[config.mk]
export PLATFORM = sky130hd
export DESIGN_NAME = hbus_front
export DESIGN_NICKNAME = d
export VERILOG_FILES = /design/src/rtl/hbus_pkg.sv /design/src/rtl/hbus_sync.sv /design/src/rtl/hbus_detect.sv /design/src/rtl/hbus_front.sv
export SDC_FILE = /design/constraint.sdc
export NUM_CORES = 1
export LEC_CHECK = 0
export ABC_AREA = 1
export BUFFER_PORTS_ARGS = -buffer_cell sky130_fd_sc_hd__buf_2
export CORE_ASPECT_RATIO = 0.75
export CORE_MARGIN = 10
export CORE_UTILIZATION = 39
export CTS_BUF_LIST = sky130_fd_sc_hd__clkbuf_8
export CTS_CLUSTER_DIAMETER = 40
export DETAILED_ROUTE_END_ITERATION = 10
export PLACE_DENSITY_LB_ADDON = 0.2
export SLEW_MARGIN = 20
export SYNTH_ARGS = -nofsm -noshare
export SYNTH_HDL_FRONTEND = slang
export SYNTH_SLANG_ARGS = --single-unit
export TNS_END_PERCENT = 30
[constraint.sdc]
create_clock -name clk -period 1.7 [get_ports clk]
set_input_delay 0.17 -clock clk [delete_from_list [all_inputs] [get_ports clk]]
set_output_delay 0.17 -clock clk [all_outputs]
set_load 0.01 [all_outputs]
[src/rtl/hbus_pkg.sv]
package hbus_pkg;

  typedef struct packed {
    logic act;  // a strobe is currently active
    logic rd;   // the active transfer is a read
  } strobe_t;

  // Interpret the synchronised bus lines for the current convention.
  // split_conv = 1: strb low = read, dirn low = write.
  // split_conv = 0: strb high = strobe, dirn level = direction.
  function automatic strobe_t decode_strobe(input logic shared_bus, input logic split_conv,
                                            input logic cs_n, input logic alat,
                                            input logic strb, input logic dirn);
    strobe_t s;
    s.act = 1'b0;
    s.rd  = 1'b0;
    if (!cs_n) begin
      if (!shared_bus) begin
        s.act = strb;
        s.rd  = dirn;
      end else if (!alat) begin
        if (split_conv) begin
          s.rd  = !strb;
          s.act = !strb || !dirn;
        end else begin
          s.act = strb;
          s.rd  = dirn;
        end
      end
    end
    return s;
  endfunction

endpackage

[src/rtl/hbus_sync.sv]
module hbus_sync #(
  parameter int             W       = 4,
  parameter logic [W-1:0]   RST_VAL = '0
) (
  input  logic         clk,
  input  logic         rst_n,
  input  logic [W-1:0] d,
  output logic [W-1:0] q
);
  logic [W-1:0] meta;

  always_ff @(posedge clk or negedge rst_n) begin
    if (!rst_n) begin
      meta <= RST_VAL;
      q    <= RST_VAL;
    end else begin
      meta <= d;
      q    <= meta;
    end
  end
endmodule

[src/rtl/hbus_detect.sv]
module hbus_detect
  import hbus_pkg::*;
(
  input  logic clk,
  input  logic rst_n,
  input  logic mux_sel,
  input  logic s_cs_n,
  input  logic s_alat,
  input  logic s_strb,
  input  logic s_dirn,
  output logic alat_fall,
  output logic rise,
  output logic rise_rd,
  output logic hold_rd
);
  logic    alat_q, split_q, act_q, split_now;
  strobe_t st;

  assign alat_fall = mux_sel & alat_q & ~s_alat;
  // a new convention is valid in the very clock of the latch fall
  assign split_now = alat_fall ? s_strb : split_q;
  assign st        = decode_strobe(mux_sel, split_now, s_cs_n, s_alat, s_strb, s_dirn);
  assign rise      = st.act & ~act_q;
  assign rise_rd   = st.rd;
  assign hold_rd   = st.act & st.rd;

  always_ff @(posedge clk or negedge rst_n) begin
    if (!rst_n) begin
      alat_q  <= 1'b0;
      split_q <= 1'b0;
      act_q   <= 1'b0;
    end else begin
      alat_q  <= s_alat;
      split_q <= split_now;
      act_q   <= st.act;
    end
  end

  // convention changes only after a latch fall
  p_conv_at_fall_r4: assert property (@(posedge clk) disable iff (!rst_n)
    !$stable(split_q) |-> $past(alat_fall));
endmodule

[src/rtl/hbus_front.sv]
module hbus_front #(
  parameter int AW = 8,
  parameter int DW = 8
) (
  input  logic          clk,
  input  logic          rst_n,
  input  logic          mux_sel,
  input  logic          cs_n,
  input  logic          addr_latch,
  input  logic          strb,
  input  logic          dirn,
  input  logic [AW-1:0] addr_in,
  input  logic [DW-1:0] bus_in,
  output logic [DW-1:0] bus_out,
  output logic          bus_oe,
  output logic [AW-1:0] reg_addr,
  output logic [DW-1:0] reg_wdata,
  output logic          reg_we,
  output logic          reg_re,
  input  logic [DW-1:0] reg_rdata
);
  localparam int NSTRB = 4;
  localparam int CAPW  = (AW < DW) ? AW : DW;
  localparam logic [NSTRB-1:0] IDLE = 4'b1011;  // cs_n, latch, strb, dirn

  logic [NSTRB-1:0] raw_lines, syn_lines;
  logic s_cs_n, s_alat, s_strb, s_dirn;
  logic alat_fall, rise, rise_rd, hold_rd;
  logic [AW-1:0] addr_q;
  logic [DW-1:0] wdata_q, rdata_q;
  logic re_q, we_q, oe_q;

  assign raw_lines = {cs_n, addr_latch, strb, dirn};
  assign {s_cs_n, s_alat, s_strb, s_dirn} = syn_lines;

  hbus_sync #(.W(NSTRB), .RST_VAL(IDLE)) u_sync (
    .clk(clk), .rst_n(rst_n), .d(raw_lines), .q(syn_lines));

  hbus_detect u_detect (
    .clk(clk), .rst_n(rst_n), .mux_sel(mux_sel),
    .s_cs_n(s_cs_n), .s_alat(s_alat), .s_strb(s_strb), .s_dirn(s_dirn),
    .alat_fall(alat_fall), .rise(rise), .rise_rd(rise_rd), .hold_rd(hold_rd));

  always_ff @(posedge clk or negedge rst_n) begin
    if (!rst_n) begin
      addr_q  <= '0;
      wdata_q <= '0;
      rdata_q <= '0;
      re_q    <= 1'b0;
      we_q    <= 1'b0;
      oe_q    <= 1'b0;
    end else begin
      if (mux_sel && alat_fall)   addr_q <= AW'(bus_in[CAPW-1:0]);
      else if (!mux_sel && rise)  addr_q <= addr_in;
      if (rise && !rise_rd)       wdata_q <= bus_in;
      if (re_q)                   rdata_q <= reg_rdata;
      re_q <= rise & rise_rd;
      we_q <= rise & ~rise_rd;
      oe_q <= hold_rd;
    end
  end

  assign reg_addr  = addr_q;
  assign reg_wdata = wdata_q;
  assign reg_re    = re_q;
  assign reg_we    = we_q;
  assign bus_oe    = oe_q;
  assign bus_out   = rdata_q;

  // pulses last one clock and never coincide
  p_single_re_r5: assert property (@(posedge clk) disable iff (!rst_n) reg_re |=> !reg_re);
  p_single_we_r5: assert property (@(posedge clk) disable iff (!rst_n) reg_we |=> !reg_we);
  p_excl_rw_r5:   assert property (@(posedge clk) disable iff (!rst_n) !(reg_re && reg_we));
  // a read pulse always comes with the driver enabled
  p_read_oe_r7:   assert property (@(posedge clk) disable iff (!rst_n) reg_re |-> bus_oe);
  // driver never enabled without a synchronised chip select
  p_oe_cs_r8:     assert property (@(posedge clk) disable iff (!rst_n) bus_oe |-> !$past(s_cs_n));
  // shared-bus address moves only after a latch fall
  p_mux_addr_r3:  assert property (@(posedge clk) disable iff (!rst_n)
    (mux_sel && $past(mux_sel) && !$stable(reg_addr)) |-> $past(alat_fall));
  // separate-bus address moves only with a pulse
  p_nm_addr_r2:   assert property (@(posedge clk) disable iff (!rst_n)
    (!mux_sel && $past(!mux_sel) && !$stable(reg_addr)) |-> (reg_re || reg_we));
endmodule

### Yosys cells after proc, flatten, opt, wreduce, memory -nomap -nowiden

Index checks and enable logic that the tools add are counted.

| cells by class | value |
|---|---|
| reductions and logical operators | 9 |
| muxes and demuxes | 7 |
| bitwise logic cells | 9 |

Operators with widths:

| cell | number |
|---|---|
| two-way mux 8 bit | 2 |
| two-way mux 2 bit | 4 |
| AND 1 bit | 6 |
| logical NOT 1 bit | 4 |
| logical AND 1 bit | 3 |
| inverter 1 bit | 3 |
| nonzero test 2 bit | 1 |
| logical OR 1 bit | 1 |
| two-way mux 1 bit | 1 |

| word-level totals | value |
|---|---|
| word-level logic and storage cells | 36 |
| flip-flop bits (word level) | 38 |
| output and inout bits | 27 |

### Depth between registers and ports, before layout

| logic depth | value |
|---|---|
| word-level depth | 11 |
| depth in mapped cells | 11 |

### By module

Synthesis repeated with hierarchy kept, for this count alone.

| second synthesis, totals | value |
|---|---|
| cells, all modules | 174 |
| area, all modules | 1,587.8 um^2 |

By module, submodules not included:

| module | area an instance (um^2) | cells an instance | times used |
|---|---|---|---|
| hbus_front | 1,181.1 | 136 | 1 |
| hbus_sync | 207.7 | 8 | 1 |
| hbus_detect | 198.9 | 30 | 1 |

### Worst setup path after synthesis

Ideal clock, no wire load.

| path | value |
|---|---|
| path kind | flip-flop to flip-flop |
| start point | reg u_sync.q[1] |
| end point | reg addr_q[0], in the netlist reg_addr[0] |
| buffers on the path | 1 |
| setup time | 0.066 ns |
| slack | 0.270 ns |
| cell stages (with the launch flop) | 7 |
| data required time | 1.634 ns |
| arrival | 1.364 ns |
| clock period less this slack | 1.430 ns |
| cell sequence | dfstp_2 > inv_1 > or4_1 > buf_2 > nand2_4 > nand2_1 > nand2_1 |

| between the ends | value |
|---|---|
| word-level cells in the longest chain between the ends | 9 |

Ends and longest elaborated chain:

| what | RTL line | source |
|---|---|---|
| from (decl) | hbus_sync.sv:8 | `output logic [W-1:0] q` |
| from (signal assigned) | hbus_sync.sv:18 | `q <= meta;` |
| logical NOT 1 bit | hbus_pkg.sv:24 | `s.act = !strb \|\| !dirn;` |
| logical OR 1 bit | hbus_pkg.sv:24 |  |
| two-way mux 2 bit | hbus_pkg.sv:22 | `if (split_conv) begin` |
| two-way mux 2 bit | hbus_pkg.sv:21 | `end else if (!alat) begin` |
| two-way mux 2 bit (*) | hbus_pkg.sv:18 | `if (!shared_bus) begin` |
| two-way mux 2 bit (*) | hbus_pkg.sv:17 | `if (!cs_n) begin` |
| AND 1 bit (*) | hbus_detect.sv:23 | `assign rise = st.act & ~act_q;` |
| logical AND 1 bit (*) | hbus_front.sv:54 | `else if (!mux_sel && rise) addr_q <= addr_in;` |
| nonzero test 2 bit (no line) (*) | - |  |
| to (signal assigned) | hbus_front.sv:53 | `if (mux_sel && alat_fall) addr_q <= AW'(bus_in[CAPW-1:0]);` |
| to (signal assigned) | hbus_front.sv:54 |  |
| to (decl) | hbus_front.sv:29 | `logic [AW-1:0] addr_q;` |

Mark *: on every way between the ends. The rest lies on a longest branch, timed or not.
A chain may end at the register's enable or synchronous reset.

### Worst setup path after layout

| path | value |
|---|---|
| start point | reg u_sync.q[2] |
| end point | reg wdata_q[5], in the netlist reg_wdata[5] |

| between the ends | value |
|---|---|
| word-level cells in the longest chain between the ends | 9 |

Ends and longest elaborated chain:

| what | RTL line | source |
|---|---|---|
| inverter 1 bit | hbus_detect.sv:19 | `assign alat_fall = mux_sel & alat_q & ~s_alat;` |
| AND 1 bit | hbus_detect.sv:19 |  |
| two-way mux 1 bit | hbus_detect.sv:21 | `assign split_now = alat_fall ? s_strb : split_q;` |
| two-way mux 2 bit | hbus_pkg.sv:22 |  |
| two-way mux 2 bit (*) | hbus_pkg.sv:21 |  |
| two-way mux 2 bit (*) | hbus_pkg.sv:18 |  |
| two-way mux 2 bit (*) | hbus_pkg.sv:17 |  |
| AND 1 bit / logical NOT 1 bit (equally long branches) | hbus_detect.sv:23, hbus_front.sv:55 |  |
| logical AND 1 bit (*) | hbus_front.sv:55 | `if (rise && !rise_rd) wdata_q <= bus_in;` |
| to (signal assigned) | hbus_front.sv:55 |  |
| to (decl) | hbus_front.sv:30 | `logic [DW-1:0] wdata_q, rdata_q;` |

Marked as above.

==> results.json <==
{
  "place.gp.congestion": 0.8362,
  "io_buffers": 57,
  "cts_buffers": 5,
  "ios": 58,
  "hp-start": "bus_in[7]",
  "cts_buffer_depth": 2,
  "clockRootBuffer": "clkbuf_8",
  "hold_depth": 3,
  "num_rows": 19,
  "cts_tree": "done",
  "grt-ovfl-total": 0,
  "worstReg2RegEnd": "reg_wdata[5]",
  "hold_violations": 0,
  "die_h_um": 74.73,
  "die_w_um": 92.98,
  "netlist.area_leader.share_pct": 51.41,
  "syn2layout_area_growth_pct": 32.45,
  "hp-class": "in2reg",
  "dp_hpwl_mm": 3.118,
  "timing.fmax_mhz": 659.7,
  "startpoint_type": "register",
  "worst_pin_slew_ns": 0.4660,
  "yosys_most_used_dff": "dfrtp_1",
  "r2r_cells": 10,
  "intPower_mw": 1.659,
  "drive_gt1_share_pct": 42.08,
  "clkSinkCount": 38,
  "synth-async-reset-ratio_pct": 100.0,
  "initial_core_util_pct": 41.47,
  "cellPowerDensity_nw_per_um2": 1148,
  "ys_seq_area_share_pct": 61.53,
  "synth_top_area_cell": "dfrtp_1",
  "via_per_inst": 4.524,
  "synth_edf_count": 0,
  "grt_usage_pct": 11.73,
  "drc": 0,
  "grt_pass1_vias": 1300,
  "p_sw_share_pct": 29.92,
  "synth_seq_cells": 38,
  "clkPwrFrac_pct": 27.0,
  "htreeDepth": 2,
  "grt_pass1_wl_mm": 6.465,
  "dieArea_um2": 6948,
  "syn_avg_cell_area_um2": 10.25,
  "syn-cell-area_um2": 1558,
  "grt_max_degree": 39,
  "cp_max_fo": 9,
  "num_vias": 1235,
  "post_drt_wl_per_cell_um": 14.43,
  "power_frac_comb_pct": 23.7,
  "clock_latency_ns": 0.29,
  "skew_ns": 0.01061,
  "critPathKind": "reg2reg",
  "min_delay_worst_endpoint": "reg_wdata[7]",
  "fin_util_pct": 54.93,
  "totalWireLength_mm": 3.940,
  "fin_nets": 251,
  "synth_warnings": 0,
  "regToRegStartpoint": "u_sync.q[2]",
  "clkTransAtPathRegs_ns": 0.07,
  "drtIter0Drc": 65,
  "placed_cells": 259,
  "diodes": 0,
  "max_cap_violations": 0,
  "netlist_instances": 152,
  "period_minus_slack_ns": 1.516,
  "core_um2": 3756,
  "synthTopCellsByArea": "dfrtp_1, nand2_1, dfstp_2",
  "worstSetupEndpointType": "register",
  "relSlewSlack_pct": 68.93,
  "r2r_slack_ns": 0.18,
  "drv_slew": 0,
  "drt_first_pass_iters": 4,
  "p_sw_mw": 0.7085,
  "crit_arrival_ns": 1.69,
  "ir_drop_v": 0.0006853,
  "cp.required_ns": 1.87,
  "seqPwrFrac_pct": 49.3,
  "antenna_found_initial": 0,
  "fin_cells": 273,
  "yosysMostFrequentCell": "nand2_1",
  "synth_cell_types": 22,
  "syn_nets": 183,
  "synthTopCellsByCount": "nand2_1, dfrtp_1, nand3_1",
  "status": "complete, no violations",
  "fin_crit_sh_pct": 89.16,
  "setup_viol": 0,
  "leakage_nw": 1.101,
  "drtAntennaViolNets": 0
}
per-layer routing:
layer,vias up,track usage (%),wire length [um]
met5,-,0,0
met4,0,3.413,36
met3,6,4.965,303
met2,38,18.70,1863
met1,569,14.32,1736
li1,622,-,-
per-stage QoR:
stage	TNS, ns	hold slack (ns)	cell area, um^2	total power [mW]	worst slack (ns)
after global routing	-0.0002314	0.1013	2063	2.528	-0.0002314
after global placement	0	0.2321	1903	1.723	0.1437
after floorplan	0	-0.1256	1558	1.462	0.2699
final	0	0.09938	2063	2.368	0.1842
after detailed placement	0	0.2436	1903	1.748	0.08024
after CTS	0	0.09961	2048	2.394	0.06586
kinds of logic (layout without fill, tap and decap cells):
logic type             Yosys count  after routing  share of synthesized area [%]
AOI/OAI and AO/OA                9              9                          2.972
buffers and inverters           10             78                          2.730
DFF                             38             38                          61.53
muxes                            8              8                          5.783
and+or+nand+nor                 87             88                          26.99
what timing repair did:
action,4_1_cts,5_1_grt
setup endpoints to repair,0,9
setup buffers,0,0
hold buffers,5,0
gates resized for setup,0,3
hold endpoints to repair,36,0
layout by cell type (no fill, tap or decap), drive strengths merged:
master	count
clkinvlp	1
nand2	67
clkbuf	6
clkinv	1
a31oi	1
and2	1
nor3	1
dfstp	6
nor2	6
nand3	12
dfrtp	32
dlygate4sd3	5
mux2	8
buf	59
o21ai	8
or4	1
inv	6
worst max-delay path by stage:
stage / from / depth (start not counted) / end / slack [ns]
after floorplan: u_sync.q[1] / 6 / reg_addr[0] / 0.27
after global placement: u_sync.q[1] / 5 / reg_addr[6] / 0.14
after detailed placement: u_sync.q[1] / 5 / reg_addr[5] / 0.08
after CTS: u_sync.q[1] / 5 / reg_addr[4] / 0.07
after global routing: u_sync.q[2] / 11 / reg_wdata[4] / -0.0002
final: u_sync.q[2] / 10 / reg_wdata[5] / 0.18
power by group through the flow:
stage / clock, mW / combinational (mW) / sequential, mW
after floorplan: 0 / 0.209 / 1.25
after global placement: 0 / 0.550 / 1.17
after detailed placement: 0 / 0.562 / 1.19
after CTS: 0.652 / 0.573 / 1.17
after global routing: 0.700 / 0.637 / 1.19
final: 0.639 / 0.562 / 1.17
critical path, cell delays in order, from the launching register on:
cell	delay (ns)
dfrtp_1	0.43
inv_2	0.10
nand3_4	0.10
nand2_2	0.09
nand3_1	0.07
nand2_1	0.10
nand2_4	0.08
nor2_4	0.22
nor2_8	0.08
nand2_1	0.07
nand2_1	0.05
state kept, by name, indices dropped and copies added (netlist names):
register and count:
u_detect.split_q 1, reg_addr 8, u_sync.meta 4, u_sync.q 4, reg_re 1, u_detect.alat_q 1
bus_out 8, reg_wdata 8, u_detect.act_q 1, bus_oe 1, reg_we 1
layout make-up:
cell class                      instances  area [um^2]
Sequential cell                        38        958.4
Tap cell                               52        65.06
Clock inverter                          2        12.51
Fill cell                             361         1693
Clock buffer                            6        82.58
Inverter                                6        22.52
Multi-Input combinational cell        105        571.8
Timing Repair Buffer                   64        350.3
(Power assumes the default switching activity.)
